<file path="src/rtl/wcbd_pkg.sv">
`timescale 1ns/1ps
package wcbd_pkg;

  localparam int NUM_BANDS = 10;
  localparam int IDX_W     = 4;
  localparam logic [IDX_W-1:0] NO_BAND = 4'hF;
  localparam longint unsigned SLOWEST_HZ = 64'd16000;
  localparam longint unsigned MILLION    = 64'd1000000;

  // Nominal sample rate of each band in Hz; order fixes the reported index.
  function automatic longint unsigned band_rate_hz(input int idx);
    case (idx)
      0:       return 64'd16000;
      1:       return 64'd22050;
      2:       return 64'd24000;
      3:       return 64'd32000;
      4:       return 64'd44100;
      5:       return 64'd48000;
      6:       return 64'd88200;
      7:       return 64'd96000;
      8:       return 64'd176400;
      default: return 64'd192000;
    endcase
  endfunction

  // 1 when the band is a multiple of 8 kHz (24.576 MHz oscillator family).
  function automatic logic band_is_48k(input int idx);
    case (idx)
      1, 4, 6, 8: return 1'b0;
      default:    return 1'b1;
    endcase
  endfunction

  // Lowest accepted reference count for a band.
  function automatic longint unsigned band_lo(
    input longint unsigned ref_hz, input longint unsigned gate,
    input longint unsigned ppm,    input longint unsigned slack,
    input int idx);
    longint unsigned num, den, q;
    num = ref_hz * gate * (MILLION - ppm);
    den = band_rate_hz(idx) * MILLION;
    q   = num / den;
    return (q > slack) ? (q - slack) : 64'd0;
  endfunction

  // Highest accepted reference count for a band.
  function automatic longint unsigned band_hi(
    input longint unsigned ref_hz, input longint unsigned gate,
    input longint unsigned ppm,    input longint unsigned slack,
    input int idx);
    longint unsigned num, den;
    num = ref_hz * gate * (MILLION + ppm);
    den = band_rate_hz(idx) * MILLION;
    return (num + den - 64'd1) / den + slack;
  endfunction

endpackage

</file>
<file path="src/rtl/wcbd_sync_edge.sv">
`timescale 1ns/1ps
module wcbd_sync_edge #(
  parameter int STAGES = 2
) (
  input  logic clk,
  input  logic rst_n,
  input  logic async_in,
  output logic rise_o
);

  // STAGES synchronizer flops plus one history flop for the edge compare.
  logic [STAGES:0] shift_q;
  logic [STAGES:0] shift_d;

  always_comb begin
    shift_d = {shift_q[STAGES-1:0], async_in};
  end

  always_ff @(posedge clk or negedge rst_n) begin
    if (!rst_n) shift_q <= '0;
    else        shift_q <= shift_d;
  end

  assign rise_o = shift_q[STAGES-1] & ~shift_q[STAGES];

  // a rising edge is reported as a single-cycle pulse
  a_r5_single_pulse: assert property (@(posedge clk) disable iff (!rst_n)
    rise_o |=> !rise_o);

endmodule

</file>
<file path="src/rtl/wcbd_period_meter.sv">
`timescale 1ns/1ps
module wcbd_period_meter #(
  parameter int GATE_EDGES  = 512,
  parameter int TIMEOUT_CYC = 3072,
  parameter int CNT_W       = 21
) (
  input  logic             clk,
  input  logic             rst_n,
  input  logic             rise_i,
  output logic             done_o,
  output logic [CNT_W-1:0] val_o,
  output logic             timeout_o
);

  localparam int EDGE_W = $clog2(GATE_EDGES + 1);
  localparam int TO_W   = $clog2(TIMEOUT_CYC + 1);
  localparam logic [EDGE_W-1:0] LAST_EDGE = EDGE_W'(GATE_EDGES - 1);
  localparam logic [TO_W-1:0]   IDLE_LIM  = TO_W'(TIMEOUT_CYC - 1);
  localparam logic [CNT_W-1:0]  CNT_MAX   = {CNT_W{1'b1}};

  typedef enum logic {M_WAIT, M_RUN} meter_state_t;

  meter_state_t      st_q, st_d;
  logic [CNT_W-1:0]  cnt_q, cnt_d, cnt_inc;
  logic [EDGE_W-1:0] edges_q, edges_d;
  logic [TO_W-1:0]   idle_q, idle_d;
  logic              done_d, to_d;
  logic [CNT_W-1:0]  val_d;

  assign cnt_inc = (cnt_q == CNT_MAX) ? cnt_q : cnt_q + 1'b1;

  always_comb begin
    st_d    = st_q;
    cnt_d   = cnt_q;
    edges_d = edges_q;
    idle_d  = idle_q;
    val_d   = val_o;
    done_d  = 1'b0;
    to_d    = 1'b0;
    case (st_q)
      M_WAIT: begin
        idle_d = '0;
        if (rise_i) begin
          st_d    = M_RUN;
          cnt_d   = '0;
          edges_d = '0;
        end
      end
      default: begin
        cnt_d = cnt_inc;
        if (rise_i) begin
          idle_d = '0;
          if (edges_q == LAST_EDGE) begin
            done_d  = 1'b1;
            val_d   = cnt_inc;
            cnt_d   = '0;
            edges_d = '0;
          end else begin
            edges_d = edges_q + 1'b1;
          end
        end else if (idle_q == IDLE_LIM) begin
          to_d = 1'b1;
          st_d = M_WAIT;
        end else begin
          idle_d = idle_q + 1'b1;
        end
      end
    endcase
  end

  always_ff @(posedge clk or negedge rst_n) begin
    if (!rst_n) begin
      st_q      <= M_WAIT;
      cnt_q     <= '0;
      edges_q   <= '0;
      idle_q    <= '0;
      val_o     <= '0;
      done_o    <= 1'b0;
      timeout_o <= 1'b0;
    end else begin
      st_q      <= st_d;
      cnt_q     <= cnt_d;
      edges_q   <= edges_d;
      idle_q    <= idle_d;
      val_o     <= val_d;
      done_o    <= done_d;
      timeout_o <= to_d;
    end
  end

  // a measurement closes only on a word clock edge
  a_r5_done_on_edge: assert property (@(posedge clk) disable iff (!rst_n)
    done_o |-> $past(rise_i));

  // a timeout is never raised in a cycle that saw an edge
  a_r8_timeout_no_edge: assert property (@(posedge clk) disable iff (!rst_n)
    timeout_o |-> !$past(rise_i));

  // completion and timeout are exclusive
  a_r8_exclusive: assert property (@(posedge clk) disable iff (!rst_n)
    !(done_o && timeout_o));

endmodule

</file>
<file path="src/rtl/wcbd_band_match.sv">
`timescale 1ns/1ps
module wcbd_band_match
  import wcbd_pkg::*;
#(
  parameter int REF_HZ     = 24576000,
  parameter int GATE_EDGES = 512,
  parameter int PPM        = 100,
  parameter int SLACK      = 1,
  parameter int CNT_W      = 21
) (
  input  logic             clk,
  input  logic             rst_n,
  input  logic [CNT_W-1:0] val_i,
  output logic             hit_o,
  output logic [IDX_W-1:0] idx_o,
  output logic             fam_o
);

  logic [NUM_BANDS-1:0] hit_v;

  for (genvar b = 0; b < NUM_BANDS; b++) begin : g_band
    localparam longint unsigned LO = band_lo(longint'(REF_HZ), longint'(GATE_EDGES),
                                             longint'(PPM), longint'(SLACK), b);
    localparam longint unsigned HI = band_hi(longint'(REF_HZ), longint'(GATE_EDGES),
                                             longint'(PPM), longint'(SLACK), b);
    logic [63:0] val_wide;
    assign val_wide  = 64'(val_i);
    assign hit_v[b]  = (val_wide >= LO) && (val_wide <= HI);
  end

  always_comb begin
    idx_o = NO_BAND;
    fam_o = 1'b1;
    for (int b = NUM_BANDS - 1; b >= 0; b--) begin
      if (hit_v[b]) begin
        idx_o = IDX_W'(b);
        fam_o = band_is_48k(b);
      end
    end
    hit_o = |hit_v;
  end

  // at most one window can claim a measurement
  a_r2_one_window: assert property (@(posedge clk) disable iff (!rst_n)
    $onehot0(hit_v));

endmodule

</file>
<file path="src/rtl/wcbd_result_reg.sv">
`timescale 1ns/1ps
module wcbd_result_reg
  import wcbd_pkg::*;
(
  input  logic             clk,
  input  logic             rst_n,
  input  logic             done_i,
  input  logic             timeout_i,
  input  logic             hit_i,
  input  logic [IDX_W-1:0] idx_i,
  input  logic             fam_i,
  output logic             lock_o,
  output logic [IDX_W-1:0] idx_o,
  output logic             fam_o
);

  logic [IDX_W-1:0] prev_q, prev_d;
  logic             prev_vld_q, prev_vld_d;
  logic             lock_d, fam_d;
  logic [IDX_W-1:0] idx_d;

  always_comb begin
    prev_d     = prev_q;
    prev_vld_d = prev_vld_q;
    lock_d     = lock_o;
    idx_d      = idx_o;
    fam_d      = fam_o;
    if (timeout_i) begin
      lock_d     = 1'b0;
      idx_d      = NO_BAND;
      fam_d      = 1'b1;
      prev_vld_d = 1'b0;
    end else if (done_i) begin
      if (prev_vld_q && (prev_q == idx_i)) begin
        lock_d = hit_i;
        idx_d  = idx_i;
        fam_d  = fam_i;
      end
      prev_d     = idx_i;
      prev_vld_d = 1'b1;
    end
  end

  always_ff @(posedge clk or negedge rst_n) begin
    if (!rst_n) begin
      prev_q     <= NO_BAND;
      prev_vld_q <= 1'b0;
      lock_o     <= 1'b0;
      idx_o      <= NO_BAND;
      fam_o      <= 1'b1;
    end else begin
      prev_q     <= prev_d;
      prev_vld_q <= prev_vld_d;
      lock_o     <= lock_d;
      idx_o      <= idx_d;
      fam_o      <= fam_d;
    end
  end

  // outputs move only on a completed measurement or a timeout
  a_r7_hold: assert property (@(posedge clk) disable iff (!rst_n)
    !(done_i || timeout_i) |=> $stable({lock_o, idx_o, fam_o}));

  // a timeout leaves the no-match state behind it
  a_r8_drop: assert property (@(posedge clk) disable iff (!rst_n)
    timeout_i |=> (!lock_o && idx_o == NO_BAND && fam_o));

  // lock rises only on a completion that follows an earlier result
  a_r6_two_agree: assert property (@(posedge clk) disable iff (!rst_n)
    $rose(lock_o) |-> ($past(done_i) && $past(prev_vld_q)));

  // family select agrees with the reported band while locked
  a_r3_family: assert property (@(posedge clk) disable iff (!rst_n)
    lock_o |-> (fam_o == band_is_48k(int'(idx_o))));

  // a locked index is always a real band
  a_r2_idx_range: assert property (@(posedge clk) disable iff (!rst_n)
    lock_o |-> (int'(idx_o) < NUM_BANDS));

endmodule

</file>
<file path="src/rtl/wclk_band_detect.sv">
`timescale 1ns/1ps
module wclk_band_detect
  import wcbd_pkg::*;
#(
  parameter int REF_HZ      = 24576000,
  parameter int GATE_EDGES  = 512,
  parameter int PPM         = 100,
  parameter int SLACK       = 1,
  parameter int SYNC_STAGES = 2
) (
  input  logic       clk_ref,
  input  logic       rst_n,
  input  logic       wclk_in,
  output logic       lock_en,
  output logic [3:0] band_idx,
  output logic       fam_48k
);

  localparam int TIMEOUT_CYC = int'(64'd2 * longint'(REF_HZ) / SLOWEST_HZ);
  localparam int CNT_W       = $clog2(GATE_EDGES * TIMEOUT_CYC + 1);

  logic [1:0]       rst_sync_q;
  logic             rst_n_int;
  logic             rise;
  logic             done;
  logic             timeout;
  logic [CNT_W-1:0] meas_val;
  logic             hit;
  logic [IDX_W-1:0] hit_idx;
  logic             hit_fam;

  always_ff @(posedge clk_ref or negedge rst_n) begin
    if (!rst_n) rst_sync_q <= 2'b00;
    else        rst_sync_q <= {rst_sync_q[0], 1'b1};
  end
  assign rst_n_int = rst_sync_q[1];

  wcbd_sync_edge #(.STAGES(SYNC_STAGES)) u_sync (
    .clk      (clk_ref),
    .rst_n    (rst_n_int),
    .async_in (wclk_in),
    .rise_o   (rise)
  );

  wcbd_period_meter #(
    .GATE_EDGES  (GATE_EDGES),
    .TIMEOUT_CYC (TIMEOUT_CYC),
    .CNT_W       (CNT_W)
  ) u_meter (
    .clk       (clk_ref),
    .rst_n     (rst_n_int),
    .rise_i    (rise),
    .done_o    (done),
    .val_o     (meas_val),
    .timeout_o (timeout)
  );

  wcbd_band_match #(
    .REF_HZ     (REF_HZ),
    .GATE_EDGES (GATE_EDGES),
    .PPM        (PPM),
    .SLACK      (SLACK),
    .CNT_W      (CNT_W)
  ) u_match (
    .clk   (clk_ref),
    .rst_n (rst_n_int),
    .val_i (meas_val),
    .hit_o (hit),
    .idx_o (hit_idx),
    .fam_o (hit_fam)
  );

  wcbd_result_reg u_result (
    .clk       (clk_ref),
    .rst_n     (rst_n_int),
    .done_i    (done),
    .timeout_i (timeout),
    .hit_i     (hit),
    .idx_i     (hit_idx),
    .fam_i     (hit_fam),
    .lock_o    (lock_en),
    .idx_o     (band_idx),
    .fam_o     (fam_48k)
  );

endmodule

</file>
<file path="config.mk">
export PLATFORM = sky130hd
export DESIGN_NAME = wclk_band_detect
export DESIGN_NICKNAME = d
export VERILOG_FILES = /design/src/rtl/wcbd_pkg.sv /design/src/rtl/wcbd_sync_edge.sv /design/src/rtl/wcbd_period_meter.sv /design/src/rtl/wcbd_band_match.sv /design/src/rtl/wcbd_result_reg.sv /design/src/rtl/wclk_band_detect.sv
export SDC_FILE = /design/constraint.sdc
export NUM_CORES = 1
export LEC_CHECK = 0
export ABC_CLOCK_PERIOD_IN_PS = 2800
export CAP_MARGIN = 20
export CORE_MARGIN = 1
export CORE_UTILIZATION = 63
export DETAILED_ROUTE_END_ITERATION = 8
export DONT_BUFFER_PORTS = 1
export PLACE_DENSITY = 0.78
export SYNTH_ARGS = -nofsm -noshare
export SYNTH_HDL_FRONTEND = slang
export SYNTH_HIERARCHICAL = 1
export SYNTH_SLANG_ARGS = --single-unit
</file>
<file path="constraint.sdc">
create_clock -name clk_ref -period 2.8 [get_ports clk_ref]
set_input_delay 0.28 -clock clk_ref [delete_from_list [all_inputs] [get_ports clk_ref]]
set_output_delay 0.28 -clock clk_ref [all_outputs]
set_load 0.1 [all_outputs]
</file>
# Word-level counts from Yosys, hierarchy flattened
# Cells that the tools add are included.
[totals]
register_bits = 83
input_bits = 3
out_inout_bits = 6
elab_cells = 115
[op_classes]
add_sub_neg = 3
magnitude_cmp = 20
n_eq_ne = 5
muxes = 52
n_bitwise = 3
reduce_logical = 18
[ops]
columns = ["operator", "count"]
rows = [
  ["two-way mux 21 bit", 5],
  ["greater-or-equal comparator 21 x 19 -> 1 bit (second input constant)", 3],
  ["less-or-equal comparator 21 x 19 -> 1 bit (second input constant)", 3],
  ["less-or-equal comparator 21 x 20 -> 1 bit (second input constant)", 3],
  ["two-way mux 4 bit", 11],
  ["greater-or-equal comparator 21 x 17 -> 1 bit (second input constant)", 2],
  ["greater-or-equal comparator 21 x 18 -> 1 bit (second input constant)", 2],
  ["greater-or-equal comparator 21 x 20 -> 1 bit (second input constant)", 2],
  ["less-or-equal comparator 21 x 17 -> 1 bit (second input constant)", 2],
  ["less-or-equal comparator 21 x 18 -> 1 bit (second input constant)", 2],
  ["two-way mux 10 bit", 4],
  ["two-way mux 12 bit", 3],
  ["two-way mux 1 bit", 27],
  ["adder 21 x 1 -> 21 bit (second input constant)", 1],
  ["== test 21 bit (second input constant)", 1],
  ["greater-or-equal comparator 21 x 16 -> 1 bit (second input constant)", 1],
  ["adder 12 x 1 -> 12 bit (second input constant)", 1],
  ["== test 12 bit (second input constant)", 1],
  ["logical AND 1 bit", 11],
  ["adder 10 x 1 -> 10 bit (second input constant)", 1],
  ["== test 10 x 9 -> 1 bit (second input constant)", 1],
  ["OR reduction 10 bit", 1],
  ["two-way mux 3 bit", 2],
  ["nonzero test 2 bit", 3],
  ["6 further kinds", 8],
]

# Longest topological paths before layout
# Gate-level depths: netlist of run 1.
[depth]
depth_word = 17
depth_mapped = 12

# Hierarchy
# Netlist of run 1, hierarchy kept.
[by_module_without_submodules]
columns = ["module", "instances", "cells_per_inst", "area_each_um2", "seq_area_each_um2"]
rows = [
  ["wcbd_period_meter", 1, 374, 3504.6, 1676.6],
  ["wcbd_band_match", 1, 151, 984.7, 0.0],
  ["wcbd_result_reg", 1, 43, 520.5, 286.5],
  ["wcbd_sync_edge", 1, 4, 88.8, 75.1],
  ["wclk_band_detect", 1, 3, 53.8, 50.0],
]

# Worst setup path before layout of run 1
# Ideal clock, no wire load.
[synth_path]
kind = "register -> register"
from = "register u_meter.val_o[17]"
to = "register u_result.fam_o"
setup_ns = 0.075
t_arrival_ns = 3.028
setup_slack_ns = -0.303
stages_incl_launch_ff = 11
period_less_slack_ns = 3.103
path_cell_list = "dfrtp_1 -> buf_6 -> or2_4 -> or4_4 -> o31ai_2 -> a221o_2 -> nand4_2 -> nor4b_2 -> xor2_1 -> nor4_4 -> mux2i_1"
[synth_via]
elab_cells_between_ends = 56
cone_classes = "order compare: 20; eq/ne: 1; mux: 22; reduce/logical: 13"
[synth_lines]
columns = ["item", "line", "rtl"]
rows = [
  ["start, declared", "wcbd_period_meter.sv:11", "output logic [CNT_W-1:0] val_o,"],
  ["start signal, assigned", "wcbd_period_meter.sv:85", "val_o <= val_d;"],
  ["greater-or-equal comparator 21 x 17 -> 1 bit or less-or-equal comparator 21 x 18 -> 1 bit (tied branches)", "wcbd_band_match.sv:28", "assign hit_v[b] = (val_wide >= LO) && (val_wide <= HI);"],
  ["logical AND 1 bit", "wcbd_band_match.sv:28", ""],
  ["two-way mux 4 bit (7 in series)", "wcbd_band_match.sv:35", "if (hit_v[b]) begin"],
  ["two-way mux 4 bit *", "wcbd_band_match.sv:35", ""],
  ["net hit_idx[3]", "wclk_band_detect.sv:29", "logic [IDX_W-1:0] hit_idx;"],
  ["== test 4 bit *", "wcbd_result_reg.sv:34", "if (prev_vld_q && (prev_q == idx_i)) begin"],
  ["logical AND 1 bit *", "wcbd_result_reg.sv:34", ""],
  ["nonzero test 2 bit (no source line) *", "--", ""],
  ["AND reduction 2 bit (no source line) *", "--", ""],
  ["end signal, assigned", "wcbd_result_reg.sv:56", "fam_o <= fam_d;"],
  ["end, declared", "wcbd_result_reg.sv:14", "output logic fam_o"],
]
# Mark *: on every way through the listed nets, which the timed path passes. The rest lies on a longest branch. The select of a mux whose other input is x is not followed.
# A chain may end at the register's enable or synchronous reset.

# Final worst setup path of run 1
[layout_path]
from = "register u_meter.val_o[17]"
to = "register u_result.idx_o[3]"
[layout_via]
elab_cells_between_ends = 47
cone_classes = "order compare: 20; eq/ne: 1; mux: 13; reduce/logical: 13"
[layout_lines]
columns = ["item", "line", "rtl"]
rows = [
  ["greater-or-equal comparator 21 x 17 -> 1 bit or less-or-equal comparator 21 x 18 -> 1 bit (tied branches)", "wcbd_band_match.sv:28", ""],
  ["logical AND 1 bit", "wcbd_band_match.sv:28", ""],
  ["two-way mux 4 bit (7 in series)", "wcbd_band_match.sv:35", ""],
  ["two-way mux 4 bit *", "wcbd_band_match.sv:35", ""],
  ["net hit_idx[3]", "wclk_band_detect.sv:29", ""],
  ["== test 4 bit", "wcbd_result_reg.sv:34", ""],
  ["logical AND 1 bit", "wcbd_result_reg.sv:34", ""],
  ["nonzero test 2 bit (no source line)", "--", ""],
  ["AND reduction 2 bit (no source line)", "--", ""],
  ["end signal, assigned", "wcbd_result_reg.sv:55", "idx_o <= idx_d;"],
  ["end, declared", "wcbd_result_reg.sv:13", "output logic [IDX_W-1:0] idx_o,"],
]
# Marked as above.

==> results.md, run 1 <==
* Status: complete, but fails checks
* Failing checks: negative setup slack
* Sequential group share of total power at 51.7%
* Port Buf Inserts at 0
* Die area at 0.00854 mm2
* Number of placed I/O pins at 9
* Unrepaired setup endpoints after global routing: true
* Antenna diode instance count at 0
* Register-to-Register Path Depth at 10
* Library cell with the highest instance count after synthesis: dfrtp_1
* Count of different cell masters after synthesis at 82
* Number of design rule violations left after detail routing at 0
* Highest achievable clock rate at 342 MHz
* Measured slew at the worst slew-check pin at about 0.89 ns
* Largest net degree at the start of global routing at 82
* Crit path launch type: flop
* Post-route cell area at about 0.0060 mm2
* Number of rows created at floorplan at 32
* Xor and xnor fraction of the mapped netlist area at 5.44%
* Vias at 4620
* TritonCTS clock tree: built
* Gp weighted congestion at 0.912
* Total power density per cell area at between 400 and 500 mW/mm2
* Clock net sink count at 83
* Main combinational cell family by area after synthesis: simple AND/OR/NAND/NOR gates
* Initial core utilization at roughly two thirds
* Die extent in y at 92.4 um
* TritonCTS Buffers at 9
* First-pass iteration count of the detailed router at 5
* Synth top area cells: dfrtp_1, dfstp_2, nand2_1
* Critical path type: flop to flop
* Mean routed wirelength per cell at 17.2 um
* Count of routing violations after the opening detailed-route iteration at around 330
* Part of the power in the clock network at 35.0%
* Headroom to the max-slew limit at 40.4%
* Most used flip-flop cell after synthesis: dfrtp_1
* Max Cap Viol at 0
* Share of final-layout standard cells stronger than drive strength 1 at 23.5%
* Power, Total at 0.00280 W
* Half-perimeter wire length after placement at 8920 um
* Largest area contributor in the synthesized netlist: dfrtp_1
* H-tree lvl count at 3
* Sort of element at the end of the critical path: flop
* Portion of netlist area occupied by mux cells at 2.84%
* Adder and majority cell fraction of the synthesized area at 0.729%
* Minimum setup slack in the final design at -0.125 ns
* Leading cell types by count after synthesis: dfrtp_1, nand2_1, nor2_1
* Final hold violation count at 0
* Final net count at between 600 and 700
* Number of max-slew violations in the final report at 0
* Routed vias/inst at 6.35
* Synth Warn # at 6
* Post-place instance area at 0.00565 mm2
* Switching power at roughly 0.0008 W
* Shortest clock period the worst path allows after layout at roughly 2.9 ns
* Routed Antenna Nets at 0
* Share of the clock period used by the worst path after layout at 104%
* First-pass GRT wire length at 20900 um
* Final setup violation count at 6
* Area fraction in compound gates after synthesis at a little under a fifth
* Setup skew after layout at 0.0140 ns
* Clock root buffer master: clkbuf_8
* Worst-Skew Late Latency at approximately 0.35 ns
* VDD IR-drop max at 419 uV
* Final sum of negative setup slack at -0.691 ns
* Maximum root-to-sink buffer count at 2
* Mapped cell area at 0.00515 mm2
* Width of the chip at 92.4 um
* Register area share after synthesis at 40.5%
* Mean cell area of the mapped netlist at 8.96 um2
* P&R area growth vs syn at 17.0%
* Arrival time reported for the critical path endpoint at ~3.2 ns
* Post-synth ARST share at 100%
* Syn_nets at 581
* Clock-pin transition on the worst setup and hold timing paths at 0.09 ns
* Post-synth EDFFs at 0
* Leakage power summed over all cells at between 2 and 3 nW
* Number of global-route vias before repair at between 4000 and 5000
* Antenna violations before repair at 0
* Post-Synth Simple-Gate Area at 27.1%
* Switching power share of the total at between 20% and 30%
* Core area at ~0.0078 mm2
* Critical Path Fanout Max at 6
* CP required at between 3 and 4 ns
* Count of mapped cells out of synthesis at 575
* Share of power burned in combinational logic at 13.3%
* Routed WL at 12500 um
* Share of Yosys cell area claimed by the top area cell type at between 30 and 40%
* Post-synthesis sequential element count at 83
* Cell-internal power at around 0.0020 W
* Total global-route track usage at roughly 31%
* Gr ovfl total at 0
* Hold Crit Class: input port to async pin
## path summary, 6_finish.rpt
path,slack [ns],startpoint,to
worst min register to register,0.15,rst_sync_q[1],u_result/lock_o
worst max register to register,-0.13,u_meter/val_o[17],u_result/idx_o[3]
worst max-delay path,-0.13,u_meter/val_o[17],u_result/idx_o[3]
max in group asynchronous,2.04,rst_sync_q[1],u_meter/val_o[9]
min in group clk_ref,0.36,u_sync/shift_q[0],u_sync/shift_q[1]
worst min-delay path,0.14,rst_n,rst_sync_q[1]
## worst max-delay path: stages (launching register included)
cell and delay, ns:
dfrtp_1 0.44, or2_4 0.29, or4_4 0.47, o31ai_4 0.23, a221o_2 0.24, nand4_4 0.14
nor4b_4 0.35, xor2_1 0.17, nor4_4 0.16, buf_6 0.17, mux2i_1 0.20
## flip-flops by register name, summed over array words and instances (netlist names), 2 cells and up
| name | flops |
|---|---|
| u_meter/cnt_q | 21 |
| u_meter/val_o | 21 |
| u_meter/idle_q | 12 |
| u_meter/edges_q | 10 |
| u_result/idx_o | 4 |
| u_result/prev_q | 4 |
| u_sync/shift_q | 3 |
| rst_sync_q | 2 |
## through the flow
stage | instances | utilization [%] | hold WS [ns] | setup slack, ns
after floorplan | 575 | - | -0.0156 | -0.0397
after global placement | 702 | 72.4 | -0.0155 | -0.0783
after detailed placement | 702 | 72.4 | -0.0155 | -0.158
after CTS | 726 | 76.7 | 0.125 | -0.0484
after global routing | 727 | 77.2 | 0.133 | -0.257
final | 727 | 77.2 | 0.144 | -0.125
## power groups by stage
stage                     registers (W)  logic [W]  clock network [W]
after floorplan                 0.00143   0.000311                  0
after global placement          0.00148   0.000329                  0
after detailed placement        0.00149   0.000341                  0
after CTS                       0.00146   0.000344            0.00101
after global routing            0.00147   0.000425            0.00104
final                           0.00145   0.000374           0.000981
## layout make-up
type                    instances  area [um2]
clock buffers                  10         138
repair buffers                 70         554
inverters                      10        37.5
well taps                     102         128
clock inverters                 6        95.1
multi-input cells             446        2980
flip-flops and latches         83        2100
fillers                       548        1780
## logic make-up (layout without fill, tap and decap cells)
family / after synthesis / in the layout
AND/OR/NAND/NOR: 247 / 247
multiplexers: 14 / 14
XOR/XNOR: 32 / 32
buffers and inverters: 46 / 96
AO/OA/AOI/OAI: 149 / 149
flip-flops: 83 / 83
adder cells (fa/ha/maj): 3 / 3
other: 1 / 1
## per-layer routing
layer,part of all wire (%),vias up,GRT usage [%]
li1,-,2203,-
met1,45,2208,43.3
met3,6.0,34,5.34
met2,47,175,48.6
met5,0,-,0
met4,2.2,0,9.51
## cells in the final DEF (no fill, tap or decap), drive strengths merged, types with 15 or more instances in the layout
master,count
nand4,15
o21ai,53
a21oi,28
xnor2,17
buf,68
nor2,47
dfrtp,74
nand2,59
xor2,15
nand3,24
## repair_timing
item	in CTS	in global routing
gates cloned	0	0
resized for setup	8	3
setup endpoints to repair	6	6
hold buffers	2	0
buffers inserted	6	0
endpoints found under the hold margin	3	0
pin swaps	5	0
Note: power is estimated with default switching activity, not from simulation.
==> run 2, diff against run 1 <==
--- a/config.mk
+++ b/config.mk
@@ -5,6 +5,7 @@
 export SDC_FILE = /design/constraint.sdc
 export NUM_CORES = 1
 export LEC_CHECK = 0
+export ABC_AREA = 1
 export ABC_CLOCK_PERIOD_IN_PS = 2800
 export CAP_MARGIN = 20
 export CORE_MARGIN = 1
@@ -12,6 +13,7 @@
 export DETAILED_ROUTE_END_ITERATION = 8
 export DONT_BUFFER_PORTS = 1
 export PLACE_DENSITY = 0.78
+export SETUP_SLACK_MARGIN = 0.1
 export SYNTH_ARGS = -nofsm -noshare
 export SYNTH_HDL_FRONTEND = slang
 export SYNTH_HIERARCHICAL = 1
==> results.md, run 2 <==
* Status: finished, final reports clean
* Register area share after synthesis at 35.5% (-5.0 points)
* Final sum of negative setup slack at 0 ns (+0.691 ns)
* List of cells traversed by the critical path: buf_4 > inv_2 > nand2_1 > nor2_1 > a21oi_1 > nand3_1 > nand2_1 > nand2_1 > nand2_1 > nor3_4 > inv_2 > nand2_1 > nand2_1 > nor2_2 > nand3_4 > nand3_1 > nand2_1
* Worst path most repeated cell: nand2_1
* Initial core utilization at 66.2% (+0.16 points)
* Largest net degree at the start of global routing at 82 (unchanged)
* Crit path launch type: flop
* Gr ovfl total at 0 (unchanged)
* Share of Yosys cell area claimed by the top area cell type at 31.5% (-4.5 points)
* Maximum root-to-sink buffer count at 2 (unchanged)
* DP Worst Slack at 0.112 ns (+0.270 ns)
* First-pass GRT wire length at 25900 um (+24%)
* Number of cells after detailed placement at 964 (+37%)
* Max incr delay on CP at 0.42 ns (-0.05 ns)
* Arrival time reported for the critical path endpoint at 2.83 ns (-0.38 ns)
* Routed Antenna Nets at 0 (unchanged)
* Most used flip-flop cell after synthesis: dfrtp_1
* Mean cell area of the mapped netlist at 6.81 um2 (-24%)
* Share of the clock period used by the worst path after layout at 92.3% (-12 points)
* Hold Crit Class: input port to async pin
* Total global-route track usage at 33.8% (+3.1 points)
* Die area at 0.00973 mm2 (+14%)
* Post-synthesis sequential element count at 83 (unchanged)
* Number of filler instances in the final layout at 732 (+34%)
* Final setup violation count at 0 (-6)
* Die extent in y at 98.6 um (+6.7%)
* H-tree lvl count at 3 (unchanged)
* Port Buf Inserts at 0 (unchanged)
* Measured slew at the worst slew-check pin at 0.915 ns (+0.0217 ns)
* Synth Warn # at 6 (unchanged)
* Count of different cell masters after synthesis at 44 (-46%)
* Routed vias/inst at 5.88 (-7.5%)
* Setup skew after layout at 0.00984 ns (-0.00416 ns)
* Worst-Skew Late Latency at 0.35 ns (about the same)
* Number of max-slew violations in the final report at 0 (unchanged)
* Largest area contributor in the synthesized netlist: dfrtp_1
* Antenna diode instance count at 0 (unchanged)
* Total power density per cell area at 446 mW/mm2 (-4.0%)
* Count of routing violations after the opening detailed-route iteration at 501 (+52%)
* Mean routed wirelength per cell at 15.9 um (-7.1%)
* Shortest clock period the worst path allows after layout at 2.58 ns (-0.341 ns)
* Regs by FF count: u_meter/cnt_q (21), u_meter/val_o (21), u_meter/idle_q (12)
* Highest achievable clock rate at 387 MHz (+13%)
* Routed WL at 15800 um (+26%)
* Final hold violation count at 0 (unchanged)
* Cell with the largest stage delay on the worst path: dfrtp_1
* Width of the chip at 98.6 um (+6.7%)
* Core area at 0.00889 mm2 (+14%)
* Unrepaired setup endpoints after global routing: false
* Vias at 5813 (+26%)
* Critical path type: flop to flop
* VDD IR-drop max at 389 uV (-7.1%)
* Max Cap Viol at 0 (unchanged)
* First-pass iteration count of the detailed router at 5 (unchanged)
* Clock net sink count at 83 (unchanged)
* Final net count at 882 (+41%)
* Number of global-route vias before repair at 5414 (+22%)
* Leakage power summed over all cells at 3.18 nW (+21%)
* Number of design rule violations left after detail routing at 0 (unchanged)
* Minimum setup slack in the final design at 0.215 ns (+0.341 ns)
* Library cell with the highest instance count after synthesis: nand2_1
* Count of mapped cells out of synthesis at 864 (+50%)
* Clock-pin transition on the worst setup and hold timing paths at 0.09 ns (about the same)
* TritonCTS clock tree: built
* CP required at 3.04 ns (-0.04 ns)
* TritonCTS Buffers at 9 (unchanged)
* Clock root buffer master: clkbuf_8
* Post-synth EDFFs at 0 (unchanged)
* Number of rows created at floorplan at 34 (+6.3%)
* Highest signal layer in the routed design: met4
* Headroom to the max-slew limit at 39.0% (-1.4 points)
* Antenna violations before repair at 0 (unchanged)
* Syn_nets at 870 (+50%)
* Leading cell types by count after synthesis: nand2_1, nor2_1, dfrtp_1
* Routed length on met1 at 6440 um (+15%)
* Critical Path Fanout Max at 8 (+2)
* Share of final-layout standard cells stronger than drive strength 1 at 18.5% (-5.0 points)
* Mapped cell area at 0.00588 mm2 (+14%)
* Gp weighted congestion at 1.10 (+21%)
* P&R area growth vs syn at 8.30%
* Commonest cells after routing, fill and taps aside: nand2_1, nor2_1, inv_1, nand3_1, dfrtp_1
* Sort of element at the end of the critical path: flop
* Number of placed I/O pins at 9 (unchanged)
* Commonest non-fill, non-tap cell in the layout: nand2_1
* Final instance count without filler cells at 989 (+36%)
* Post-synth ARST share at 100% (unchanged)
* Half-perimeter wire length after placement at 11600 um (+30%)
* Met2 routed wirelength at 7530 um (+29%)
* Wire length on met3 at 1110 um (+47%)
* Synth top area cells: dfrtp_1, nand2_1, nor2_1
-- run 2: routing by layer --
layer	GRT usage [%]	vias up
li1	-	2798
met1	43.7	2674
met2	55.5	284
met3	5.04	57
met4	17.6	0
met5	0	-
-- run 2: area by class of cell --
| type | count | area (um2) | area share, % |
|---|---|---|---|
| multi-input cells | 676 | 3390 | 53.2 |
| flip-flops and latches | 83 | 2110 | 33.1 |
| inverters | 84 | 318 | 4.99 |
| repair buffers | 22 | 190 | 2.99 |
| well taps | 108 | 135 | 2.12 |
| clock buffers | 9 | 124 | 1.94 |
| clock inverters | 7 | 106 | 1.67 |
-- run 2: stage by stage --
stage               cell area, um2  hold slack (ns)  power [W]  utilization, %
floorplan                     5880          -0.0156    0.00175               -
global placement              5960          -0.0156    0.00182            67.0
detailed placement            5960          -0.0156    0.00185            67.0
CTS                           6220            0.134    0.00285            69.9
global route                  6370            0.144    0.00298            71.6
finish                        6370            0.153    0.00284            71.6
-- run 2: kinds of logic (layout without fill, tap and decap cells) --
group / after synthesis / in the layout / share of synthesized area (%)
xor+xnor: 19 / 19 / 2.83
flops: 83 / 83 / 35.5
other cells: 1 / 1 / 0.0638
simple gates: 583 / 583 / 46.3
buf+inv: 105 / 122 / 8.08
fa+ha+maj: 3 / 3 / 0.638
compound gates: 70 / 70 / 6.57
-- run 2: worst paths after layout --
kind	from	endpoint	slack (ns)	cells past startpoint
worst max-delay path	u_meter/val_o[17]	u_result/lock_o	0.22	17
worst max register to register	u_meter/val_o[17]	u_result/lock_o	0.22	17
min in group clk_ref	rst_sync_q[0]	rst_sync_q[1]	0.36	0
max in group asynchronous	rst_sync_q[1]	u_result/prev_q[2]	2.02	1
worst min-delay path	rst_n	rst_sync_q[1]	0.15	1
worst min register to register	rst_sync_q[1]	u_meter/cnt_q[7]	0.16	0
-- run 2: what timing repair did --
action	in CTS	in global routing
endpoints found under the setup margin	5	6
pin swaps	0	2
endpoints found under the hold margin	3	0
gates resized for setup	1	30
hold buffers	2	0
setup buffers	0	6
-- run 2: critical path, delay by kind of cell, from the launching register on --
family | cells | cell delay (ns)
buffers and inverters | 3 | 0.41
AO/OA/AOI/OAI | 1 | 0.15
AND/OR/NAND/NOR | 13 | 1.50
flip-flops | 1 | 0.42
-- run 2: report_power, final --
part	internal, W	switching, W	total (W)
Sequential	0.00130	0.000126	0.00143
Combinational	0.000153	0.000262	0.000415
Clock	0.000522	0.000476	0.000998
Total	0.00198	0.000863	0.00284
==> run 3, diff against run 2 <==
--- a/config.mk
+++ b/config.mk
@@ -8,12 +8,14 @@
 export ABC_AREA = 1
 export ABC_CLOCK_PERIOD_IN_PS = 2800
 export CAP_MARGIN = 20
+export CORE_ASPECT_RATIO = 0.8
 export CORE_MARGIN = 1
-export CORE_UTILIZATION = 63
+export CORE_UTILIZATION = 40
 export DETAILED_ROUTE_END_ITERATION = 8
 export DONT_BUFFER_PORTS = 1
-export PLACE_DENSITY = 0.78
+export PLACE_DENSITY = 0.53
 export SETUP_SLACK_MARGIN = 0.1
+export SKIP_LAST_GASP = 1
 export SYNTH_ARGS = -nofsm -noshare
 export SYNTH_HDL_FRONTEND = slang
 export SYNTH_HIERARCHICAL = 1
==> results.md, run 3 (same netlist as run 2, synthesis figures left out) <==
* Clock net sink count at 83 (unchanged)
* Core area at 0.0143 mm2 (+61%)
* Final setup violation count at 0 (unchanged)
* Status: finished, final reports clean
* First-pass GRT wire length at 28600 um (+10%)
* Number of rows created at floorplan at 39 (+15%)
* Crit path launch type: flop
* Die extent in y at 110 um (+12%)
* Mean routed wirelength per cell at 16.1 um (+1.0%)
* Leakage power summed over all cells at 3.27 nW (+3.0%)
* Register-to-Register Path Depth at 17 (unchanged)
* Final core utilization at 46.6% (-25 points)
* Antenna violations before repair at 0 (unchanged)
* Routed vias/inst at 5.22 (-11%)
* Part of the power in the clock network at 40.1% (+5.0 points)
* Number of global-route vias before repair at 5453 (+0.72%)
* Critical path type: flop to flop
* Number of design rule violations left after detail routing at 0 (unchanged)
* Share of the clock period used by the worst path after layout at 91.1% (-1.3 points)
* Clock-pin transition on the worst setup and hold timing paths at 0.07 ns (-0.02 ns)
* Setup skew after layout at 0.0105 ns (+0.000696 ns)
* Post-route cell area at 0.00666 mm2 (+4.6%)
* First-pass iteration count of the detailed router at 5 (unchanged)
* Switching power share of the total at 29.5% (-0.88 points)
* Headroom to the max-slew limit at 39.0% (about the same)
* Half-perimeter wire length after placement at 13300 um (+15%)
* Routed WL at 17400 um (+10%)
* CP required at 3.08 ns (+0.04 ns)
* Vias at 5632 (-3.1%)
* Routed Antenna Nets at 0 (unchanged)
* Total global-route track usage at 24.4% (-9.4 points)
* Cell-internal power at 0.00217 W (+9.6%)
* Number of placed I/O pins at 9 (unchanged)
* Largest net degree at the start of global routing at 82 (unchanged)
* Worst-Skew Late Latency at 0.34 ns (about the same)
* Share of final-layout standard cells stronger than drive strength 1 at 20.7% (+2.2 points)
* Maximum root-to-sink buffer count at 2 (unchanged)
* Clock root buffer master: clkbuf_16
* Switching power at 0.000907 W (+5.1%)
* TritonCTS Buffers at 9 (unchanged)
* Post-place instance area at 0.00618 mm2 (+3.7%)
* VDD IR-drop max at 442 uV (+14%)
* Max Cap Viol at 0 (unchanged)
* TritonCTS clock tree: built
* Antenna diode instance count at 0 (unchanged)
* Initial core utilization at 41.1% (-25 points)
* Count of routing violations after the opening detailed-route iteration at 534 (+6.6%)
* Arrival time reported for the critical path endpoint at 2.83 ns (about the same)
* Gp weighted congestion at 0.938 (-15%)
* Minimum setup slack in the final design at 0.251 ns (+0.0352 ns)
* Critical Path Fanout Max at 11 (+3)
* Highest achievable clock rate at 392 MHz (+1.4%)
* Commonest cells after routing, fill and taps aside: nand2_1, nor2_1, inv_1, nand3_1, dfrtp_1
* Width of the chip at 138 um (+39%)
* Commonest non-fill, non-tap cell in the layout: nand2_1
* Die area at 0.0152 mm2 (+56%)
* Final net count at 896 (+1.6%)
* Unrepaired setup endpoints after global routing: false
* Regs by FF count: u_meter/cnt_q (21), u_meter/val_o (21), u_meter/idle_q (12)
* Sort of element at the end of the critical path: flop
* Hold Crit Class: input port to async pin
* H-tree lvl count at 3 (unchanged)
* Number of max-slew violations in the final report at 0 (unchanged)
* Final hold violation count at 0 (unchanged)
* Share of power burned in combinational logic at 13.6% (-1.0 points)
* Measured slew at the worst slew-check pin at 0.915 ns (-0.00000471 ns)
* Gr ovfl total at 0 (unchanged)
* DP Worst Slack at 0.0771 ns (-0.0348 ns)
* Sequential group share of total power at 46.3% (-4.0 points)
* Worst Hold Slack at 0.174 ns (+0.0208 ns)
* Shortest clock period the worst path allows after layout at 2.55 ns (-0.0352 ns)
* Total power density per cell area at 462 mW/mm2 (+3.5%)
* Final sum of negative setup slack at 0 ns (unchanged)
* P&R area growth vs syn at 13.2%
* Port Buf Inserts at 0 (unchanged)
[run 3: cell types whose count changed in the layout (fill, tap and decap cells not counted), sizes merged]
cell	previous run	this run
buf	20	34
clkbuf	9	10
bufinv	2	1
inv	89	87
clkinv	0	2
[run 3: stage by stage]
| stage | std cells | power, W |
|---|---|---|
| 2_1_floorplan | 864 | 0.00175 |
| 3_3_place_gp | 1055 | 0.00184 |
| 3_5_place_dp | 1055 | 0.00186 |
| 4_1_cts | 1073 | 0.00313 |
| 5_1_grt | 1079 | 0.00326 |
| 6_report | 1079 | 0.00308 |
[run 3: power groups by stage]
stage	logic [W]	clock network [W]	registers [W]
floorplan	0.000317	0	0.00143
global placement	0.000403	0	0.00144
detailed placement	0.000418	0	0.00144
CTS	0.000423	0.00128	0.00142
global route	0.000487	0.00133	0.00144
finish	0.000419	0.00123	0.00142
[run 3: critical path, stage by stage (launching register included)]
cell and delay (ns):
dfrtp_2 0.48, inv_2 0.08, buf_4 0.12, nand2_1 0.10
nor2_1 0.29, nand4_1 0.13, o21ai_0 0.18, o21ai_0 0.14
nand2_2 0.13, nor3_1 0.06, buf_4 0.14, nand2_1 0.06
nand2_1 0.06, nor2_2 0.16, nand3_4 0.14, nand2_4 0.10
nand2_1 0.06, nand2_1 0.06
[run 3: worst paths after layout]
kind	startpoint	to	slack, ns
worst max register to register	u_meter/val_o[6]	u_result/fam_o	0.25
worst max-delay path	u_meter/val_o[6]	u_result/fam_o	0.25
worst min register to register	rst_sync_q[1]	u_result/prev_vld_q	0.33
max in group asynchronous	rst_sync_q[1]	u_meter/val_o[11]	2.04
min in group clk_ref	rst_sync_q[0]	rst_sync_q[1]	0.35
worst min-delay path	rst_n	rst_sync_q[0]	0.17
[run 3: layout make-up]
type | instances | area (um2)
clock buffer | 10 | 229
fill | 1507 | 7640
clock inverter | 6 | 81.3
timing repair buffer | 36 | 288
tap | 184 | 230
multi-input combinational | 676 | 3400
sequential | 83 | 2110
inverter | 84 | 320
[run 3: what timing repair did]
| item | in CTS | in global routing |
|---|---|---|
| hold buffers | 2 | 0 |
| gates resized for setup | 2 | 40 |
| hold endpoints to repair | 3 | 0 |
| pin swaps | 0 | 2 |
| buffers inserted | 0 | 6 |
| setup endpoints to repair | 6 | 6 |
[run 3: routing by layer]
layer,up-vias,GRT usage (%),share of wire [%]
met4,0,7.18,2.1
met5,-,0,0
met2,160,34.9,42
met3,26,4.18,5.6
li1,2822,-,-
met1,2624,37.0,50
